### src/rtl/opfwd_pkg.sv
// Shared widths, register and opcode encodings for the operand bypass selector.
// Assumes a 16-entry register namespace in which the all-ones number means "no register".
package opfwd_pkg;
    localparam int unsigned DATA_W  = 64;
    localparam int unsigned REG_W   = 4;
    localparam int unsigned OP_W    = 4;
    localparam int unsigned NUM_SRC = 5;

    typedef logic [DATA_W-1:0] word_t;
    typedef logic [REG_W-1:0]  rid_t;
    typedef logic [OP_W-1:0]   op_t;

    localparam rid_t REG_NONE = '1;
    localparam op_t  OP_JUMP  = op_t'(7);
    localparam op_t  OP_CALL  = op_t'(8);
endpackage

### src/rtl/fwd_id_match.sv
// Compares one wanted register number with one in-flight destination.
// Assumes REG_NONE never names a real register, so it is excluded from matching.
module fwd_id_match
    import opfwd_pkg::*;
(
    input  rid_t want_id,
    input  rid_t dst_id,
    output logic hit
);
    // Hit only for a real destination equal to the wanted register.
    assign hit = (dst_id != REG_NONE) && (dst_id == want_id);
endmodule

### src/rtl/fwd_prio_mux.sv
// Selects the youngest matching bypass value for one operand, else the register file value.
// Assumes entry 0 of the source arrays is the youngest and the last entry is the oldest.
module fwd_prio_mux
    import opfwd_pkg::*;
#(
    parameter int unsigned N_SRC = NUM_SRC
)(
    input  rid_t  want_id,
    input  word_t rf_data,
    input  rid_t  dst_ids  [N_SRC],
    input  word_t dst_vals [N_SRC],
    output word_t result
);
    logic [N_SRC-1:0] hits;

    // One comparator per bypass source.
    for (genvar g = 0; g < N_SRC; g++) begin : g_match
        fwd_id_match u_match (
            .want_id (want_id),
            .dst_id  (dst_ids[g]),
            .hit     (hits[g])
        );
    end

    // Walk from oldest to youngest so the youngest hit is written last and wins.
    always_comb begin
        result = rf_data;
        for (int i = int'(N_SRC) - 1; i >= 0; i--) begin
            if (hits[i]) begin
                result = dst_vals[i];
            end
        end
    end
endmodule

### src/rtl/link_merge.sv
// Substitutes the next-PC word for the bypassed A operand on jump and call.
// Assumes the opcode encodings of opfwd_pkg.
module link_merge
    import opfwd_pkg::*;
(
    input  op_t   dec_op,
    input  word_t pc_next,
    input  word_t fwd_val,
    output word_t merged
);
    logic use_pc;

    // Jump and call carry the next-PC word in operand A.
    assign use_pc = (dec_op == OP_JUMP) || (dec_op == OP_CALL);

    // The next-PC word takes precedence over any bypass result.
    assign merged = use_pc ? pc_next : fwd_val;
endmodule

### src/rtl/opfwd_sel.sv
// Decode-stage operand selector: five-source youngest-first bypass for A and B,
// with next-PC substitution on A for jump and call. Purely combinational.
// Assumes the stage results are presented with their destination numbers, REG_NONE when unused.
module opfwd_sel
    import opfwd_pkg::*;
(
    input  logic [3:0]  dec_op,
    input  logic [63:0] dec_pc_next,
    input  logic [3:0]  src_a_id,
    input  logic [3:0]  src_b_id,
    input  logic [63:0] rf_a_data,
    input  logic [63:0] rf_b_data,
    input  logic [3:0]  ex_dst_e,
    input  logic [63:0] ex_alu_res,
    input  logic [3:0]  mem_dst_m,
    input  logic [63:0] mem_load_data,
    input  logic [3:0]  mem_dst_e,
    input  logic [63:0] mem_alu_res,
    input  logic [3:0]  wb_dst_m,
    input  logic [63:0] wb_load_data,
    input  logic [3:0]  wb_dst_e,
    input  logic [63:0] wb_alu_res,
    output logic [63:0] opnd_a,
    output logic [63:0] opnd_b
);
    rid_t  dst_ids  [NUM_SRC];
    word_t dst_vals [NUM_SRC];
    word_t a_fwd;

    // Pack the sources youngest first; index order is the priority order.
    always_comb begin
        dst_ids[0] = ex_dst_e;   dst_vals[0] = ex_alu_res;
        dst_ids[1] = mem_dst_m;  dst_vals[1] = mem_load_data;
        dst_ids[2] = mem_dst_e;  dst_vals[2] = mem_alu_res;
        dst_ids[3] = wb_dst_m;   dst_vals[3] = wb_load_data;
        dst_ids[4] = wb_dst_e;   dst_vals[4] = wb_alu_res;
    end

    fwd_prio_mux #(.N_SRC(NUM_SRC)) u_mux_a (
        .want_id  (src_a_id),
        .rf_data  (rf_a_data),
        .dst_ids  (dst_ids),
        .dst_vals (dst_vals),
        .result   (a_fwd)
    );

    fwd_prio_mux #(.N_SRC(NUM_SRC)) u_mux_b (
        .want_id  (src_b_id),
        .rf_data  (rf_b_data),
        .dst_ids  (dst_ids),
        .dst_vals (dst_vals),
        .result   (opnd_b)
    );

    link_merge u_merge (
        .dec_op  (dec_op),
        .pc_next (dec_pc_next),
        .fwd_val (a_fwd),
        .merged  (opnd_a)
    );
endmodule

### config.mk
export PLATFORM = sky130hd
export DESIGN_NAME = opfwd_sel
export DESIGN_NICKNAME = d
export VERILOG_FILES = /design/src/rtl/opfwd_pkg.sv /design/src/rtl/fwd_id_match.sv /design/src/rtl/fwd_prio_mux.sv /design/src/rtl/link_merge.sv /design/src/rtl/opfwd_sel.sv
export SDC_FILE = /design/constraint.sdc
export NUM_CORES = 1
export LEC_CHECK = 0
export BUFFER_PORTS_ARGS = -buffer_cell sky130_fd_sc_hd__buf_2
export CAP_MARGIN = 20
export CORE_AREA = 4 4 256 258
export DETAILED_ROUTE_END_ITERATION = 7
export DIE_AREA = 0 0 260 262
export SLEW_MARGIN = 20
export SYNTH_ARGS = -nofsm -noshare
export SYNTH_HDL_FRONTEND = slang
export SYNTH_SLANG_ARGS = --single-unit
### constraint.sdc
create_clock -name vclk -period 1.9
set_input_delay 0.19 -clock vclk [all_inputs]
set_output_delay 0.19 -clock vclk [all_outputs]
set_load 0.01 [all_outputs]
Yosys cells after proc, flatten, opt, wreduce, memory -nomap -nowiden

Index checks and enable logic that the tools add are counted.

Register bits: 0
Input port bits: 544
Output and inout port bits: 128
Word-level logic and storage cells: 39

Equality and inequality tests: 17
Multiplexer cells: 11
Reductions and logical operators: 11

Operator list:

| kind                                                                   | number |
|---|---|
| 64-bit 2-to-1 mux                                                      | 11 |
| 4-bit equality test                                                    | 10 |
| 4-bit != test (second input constant)                                  | 5 |
| 1-bit logical AND                                                      | 10 |
| 4-bit by 3-bit equality test with 1-bit output (second input constant) | 1 |
| 4-bit equality test (second input constant)                            | 1 |
| 1-bit logical OR                                                       | 1 |

Depth between registers and ports, before layout

Gate-level depths: netlist (run 1).

Word-level depth: 8
Depth in mapped cells: 8
Mapped depth without buffers: 5

Cells and area by module

From an unflattened synthesis (run 1), not the netlist that was laid out.

Cells, all modules: 1,404
Area total of the unflattened synthesis: 12,150.4 um^2

Modules (own cells, without submodules):

| module       | times used | cells an instance | area each (um^2) | seq. area each (um^2) |
|---|---|---|---|---|
| fwd_prio_mux | 2          | 442               | 4,144.0          | 0.0 |
| link_merge   | 1          | 450               | 3,286.9          | 0.0 |
| fwd_id_match | 10         | 7                 | 57.6             | 0.0 |

Worst setup path after synthesis (run 1)

Ideal clock, no wire load.

Path type: input port to output port
From: input port src_b_id[2]
To: output port opnd_b[23]
Data arrival time: 1.967 ns
Data required time: 1.710 ns
Path slack: -0.257 ns
Cell stages on the path: 7
Buffers on the path: 2
Cell sequence: buf_6 xor2_2 a311oi_4 buf_6 nand4_1 a311o_1 a311oi_2

Cells in the longest elaborated chain, start to end: 7
Elaborated cells between the ends (all ways): 15
Classes of those cells: 5 x eq/ne; 5 x mux; 5 x reduce/logical

RTL lines:

| item                            | RTL line           | text |
|---|---|---|
| start, declared                 | opfwd_sel.sv:10    | `input logic [3:0] src_b_id,` |
| 4-bit equality test             | fwd_id_match.sv:11 | `assign hit = (dst_id != REG_NONE) && (dst_id == want_id);` |
| 1-bit logical AND               | fwd_id_match.sv:11 |  |
| 64-bit 2-to-1 mux (4 in series) | fwd_prio_mux.sv:29 | `if (hits[i]) begin` |
| 64-bit 2-to-1 mux *             | fwd_prio_mux.sv:29 |  |
| end, declared                   | opfwd_sel.sv:24    | `output logic [63:0] opnd_b` |

Every way passes the cells marked *; elsewhere a longest branch is shown, timed or not.

Final worst setup path (run 1)

From: input port src_b_id[3]
To: output port opnd_b[35]

Same word-level chain as after synthesis.

==> impl_results.md, run 1 <==
- Cell Rows: 92
- DP Area: 0.0147 mm²
- Full die area: 0.0681 mm²
- Worst path required time: 1.71 ns
- Routed wire per std cell: 29.3 µm
- Vias in the first global route: 16079
- Initial DRC Count: 2200
- Clock buffer count: 0
- Worst EP arrival: 2.24 ns
- WHS: 0.757 ns
- Multi-input combinational cell area: 0.00819 mm²
- Post-Synth Adder-Cell Area: 0
- GR Util All Layers: 0.223
- Dpl ws: -0.551 ns
- DIE HEIGHT: 262 µm
- FFs & Latches: 0
- # hold bufs at CTS: 0
- Crit-path max FO: 7
- Final setup viols: 128
- Pwr Total: 6780 µW
- Post-Syn Instances: 1313
- Slew HR: 0.600
- Hpwl dp: 58900 µm
- Post-Layout Cell Count: 2955
- Leakage: 0.00663 µW
- Initial Util: 0.138
- Largest net degree at the start of global routing: 34
- P per Cell Area: 398 mW/mm²
- DR vias: 16738
- Seq/Total Area, Yosys: 0
- Worst-Margin Slew: 0.600 ns
- Cell taking the most area after synthesis: a311o_1
- Count leader, synth: nor3_1
- Post-synthesis xor/xnor area fraction: 0.0392
- Synth area leaders: a311o_1 15%, nor3_1 11%, a311oi_2 10%
- Final min period: 2.43 ns
- Area share of the largest cell type after synthesis: 0.149
- CP startpoint kind: input port
- Area of the mapped netlist: 0.00872 mm²
- Synth Area in Simple Gates: 0.317
- Critical Path Sink: opnd_b[35]
- Chip width: 260 µm
- Top Ports: 672
- Area delta synth->final: 95.5%
- Max-cap viol count: 0
- Final instance area: 0.0170 mm²
- I/O Buffers: 672
- Critical path origin: src_b_id[3]
- First drt pass iteration count: 8
- DRC: 0
- # nets final: 2647
- First-pass GRT wire length: 113000 µm
- Core area: 0.0630 mm²
- Commonest cells post-synth: 193 x nor3_1, 131 x nand4_1, 130 x a311o_1
- Cells after DPL: 2856
- Largest family of logic cells by synthesized area: compound AO/OA/AOI/OAI gates
- Final GP Congestion: 0.960
- Number of antenna-violating nets in the routed design: 0
- Final Hold Vio Count: 0
- F_max: 411 MHz
- Synth unique cells: 41
- Hold Crit Class: in -> out
- Final Cycle Share: 1.28
- Failing checks: negative setup slack
- Mux contribution to synthesized area: 0
- Grt ovf: 0
- Slew Viols, Final: 0
- YS warnings: 0
- Vias per inst: 5.66
- Setup CP Type: in -> out
- Share of layout cells above drive strength 1: 0.561
- Initial antenna violation count: 19
- Status: finished, violations left
- Register Area: 0 µm²
- Layout fillers: 6926
- Synth Area in Compound Gates: 0.472
- Max IR drop VDD: 0.176 mV
- Synthesized area per cell: 6.64 µm²
- Final WS setup: -0.535 ns
- Syn nets: 1857
- RSZ-0062 raised after global routing: true
- Setup crit end kind: primary output
- DRT Wirelength: 86700 µm
- Min-delay src: mem_alu_res[40]
[cells in the final DEF, fill, tap and decap left out, types with 64 or more instances in the layout]
cell type,count
nor3_1,179
nand4_1,131
nor2_1,67
a311o_1,128
nand2_1,64
buf_2,655
a21oi_1,66
buf_4,145
o22ai_1,64
buf_12,88
nand3_1,65
[metal layers]
layer / share of wire / GRT usage / vias to the layer above
met5: 0.0016 / 0 / -
met4: 0.054 / 0.0821 / 20
met3: 0.11 / 0.0557 / 382
met2: 0.45 / 0.372 / 1561
met1: 0.38 / 0.280 / 7796
li1: - / - / 6979
[cell type report]
type,instances,area share
multi-input cells,1112,0.481
well taps,846,0.0621
repair buffers,988,0.456
inverters,1,0.000220
diodes,8,0.00117
[worst min path at each step]
stage	end	slack [ns]	cells past startpoint
floorplan	opnd_b[62]	0.54	2
global placement	opnd_a[40]	0.76	4
detailed placement	opnd_a[40]	0.76	4
CTS	opnd_a[40]	0.76	4
global route	opnd_b[40]	0.77	4
finish	opnd_a[40]	0.76	4
[metrics by stage]
stage / utilization / setup TNS (ns)
2_1_floorplan: - / -10.53
3_3_place_gp: 0.233 / -50.94
3_5_place_dp: 0.233 / -50.97
4_1_cts: 0.260 / -49.36
5_1_grt: 0.270 / -58.57
6_report: 0.271 / -52.91
[repair_timing]
action | in CTS | in global routing
endpoints found under the setup margin | 128 | 128
buffers inserted | 41 | 23
pin swaps | 80 | 104
resized for setup | 136 | 107
gates cloned | 23 | 12
[power breakdown]
part | internal, µW | switching, µW | total (µW)
clock network | 0.000568 | 0 | 0.000568
registers | 0 | 0 | 0
logic | 3100 | 3680 | 6780
[critical path, stage by stage]
cell and delay, ns:
buf_12 0.11, xor2_4 0.18, a311oi_4 0.35, buf_6 0.17, buf_8 0.13, buf_12 0.13
buf_4 0.16, nand4_1 0.11, a311o_1 0.31, a311oi_2 0.22, buf_2 0.18
[logic make-up (layout without fill, tap and decap cells)]
family | count (synthesis) | count (layout)
XOR/XNOR | 36 | 36
AND/OR/NAND/NOR | 549 | 552
other | 0 | 8
AO/OA/AOI/OAI | 524 | 524
buffers and inverters | 204 | 989
No activity file was read; power rests on OpenSTA's default activity.
==> inputs of run 2 (changes only) <==
Settings changed: ABC_CLOCK_PERIOD_IN_PS set to 1900, CELL_PAD_IN_SITES_DETAIL_PLACEMENT set to 1, CELL_PAD_IN_SITES_GLOBAL_PLACEMENT set to 1, CORE_AREA 4 4 256 258 to 4 4 262 264, DIE_AREA 0 0 260 262 to 0 0 266 268, PLACE_DENSITY_LB_ADDON set to 0.1.
==> impl_results.md, run 2 (synthesis gave the netlist of run 1 again) <==
- Status: finished, violations left
- Failing checks: negative setup slack
- Hold Crit Class: in -> out
- Min-delay src: mem_alu_res[45]
- Area delta synth->final: 102%
- Crit-path max FO: 15
- Top Ports: 672
- Clock Power Share: 0
- I/O Buffers: 672
- Final WS setup: -0.449 ns
- Max-cap viol count: 0
- Most frequent cells in the layout: 642 x buf_2, 169 x nor3_1, 131 x nand4_1
- Vias in the first global route: 16615
- WHS Endpoint: opnd_a[45]
- Initial antenna violation count: 38
- Worst EP arrival: 2.16 ns
- # nets final: 2613
- Final min period: 2.35 ns
- DR vias: 15853
- Final Cycle Share: 1.24
- Final instance area: 0.0176 mm²
- Util after Layout: 0.265
- Share of layout cells above drive strength 1: 0.562
- Hold Crit Depth: 4
- Commonest non-fill, non-tap cell in the layout: buf_2
- Multi-input combinational cell area: 0.00831 mm²
- Cell Rows: 95
- Layout fillers: 8055
- GR Util All Layers: 0.243
- Final setup viols: 128
- DRC: 0
- DRT Wirelength: 97800 µm
- Chip width: 266 µm
- Largest net degree at the start of global routing: 42
- Core area: 0.0666 mm²
- Number of antenna-violating nets in the routed design: 0
- Final GP Congestion: 0.868
- Full die area: 0.0713 mm²
- FFs & Latches: 0
- Logic pwr share: 1.000
- Initial DRC Count: 1284
- Leakage: 0.00678 µW
- Switching pwr: 3790 µW
- Setup crit end kind: primary output
- Clock buffer count: 0
- DIE HEIGHT: 268 µm
- Grt ovf: 0
- F_max: 426 MHz
- Final Hold Vio Count: 0
- Routed wire per std cell: 33.0 µm
- # hold bufs at CTS: 0
- First-pass GRT wire length: 128000 µm
- CP startpoint kind: input port
- Slew Viols, Final: 0
- P per Cell Area: 398 mW/mm²
- Max IR drop VDD: 0.147 mV
- Worst-Margin Slew: 0.373 ns
- Sequential fraction of design power: 0
- Register Area: 0 µm²
- Worst path required time: 1.71 ns
- Slew HR: 0.752
- Hpwl dp: 64900 µm
- Vias per inst: 5.34
- RSZ-0062 raised after global routing: true
- Sw frac: 0.540
- DP Area: 0.0142 mm²
- Setup CP Type: in -> out
- First drt pass iteration count: 5
- Internal power: 3230 µW
- Initial Util: 0.131
-- run 2: repair_timing --
item,in CTS,in global routing
gates resized for setup,199,115
cloned,40,17
endpoints found under the setup margin,128,128
setup buffers,56,31
pin swaps,138,99
-- run 2: layer usage --
metal	wire length (µm)	GRT usage	part of all wire
met4	3390	0.0675	0.035
met2	48400	0.438	0.50
met5	135	0	0.0014
met1	39200	0.297	0.40
met3	6680	0.0426	0.068
-- run 2: through the flow --
stage               setup slack [ns]  hold slack, ns  power [µW]  setup TNS (ns)  std cells
floorplan                     -0.189           0.536        2790          -10.53       1313
global placement              -0.593           0.760        5690          -55.44       2815
detailed placement            -0.587           0.756        5690          -55.95       2815
CTS                           -0.448           0.758        6690          -46.12       2910
global route                  -0.509           0.776        7340          -50.06       2955
finish                        -0.449           0.760        7020          -42.48       2966
-- run 2: power by group through the flow --
stage | Combinational [µW] | Clock [µW] | Sequential (µW)
5_1_grt | 7340 | 0.00106 | 0
2_1_floorplan | 2790 | 0 | 0
6_report | 7020 | 0.00184 | 0
3_3_place_gp | 5690 | 0 | 0
4_1_cts | 6690 | 0 | 0
3_5_place_dp | 5690 | 0 | 0
-- run 2: final cells by class --
type | count | area share
multi-input combinational | 1110 | 0.471
tap | 873 | 0.0619
timing repair buffer | 956 | 0.463
inverter | 1 | 0.000213
antenna | 26 | 0.00369
-- run 2: worst max path at each step --
stage	startpoint	endpoint	slack, ns	depth (start not counted)
floorplan	src_b_id[3]	opnd_b[62]	-0.19	7
global placement	wb_dst_e[2]	opnd_a[35]	-0.59	8
detailed placement	src_a_id[2]	opnd_a[35]	-0.59	8
CTS	wb_dst_e[3]	opnd_b[45]	-0.45	9
global route	wb_dst_e[3]	opnd_b[35]	-0.51	9
finish	src_b_id[3]	opnd_b[47]	-0.45	10
-- run 2: critical path, cell delays in order --
cell	delay [ns]
buf_12	0.11
buf_4	0.15
xnor2_4	0.15
nand2_4	0.09
or2_4	0.30
buf_12	0.14
clkbuf_16	0.18
a311o_1	0.40
a311oi_2	0.24
buf_2	0.19
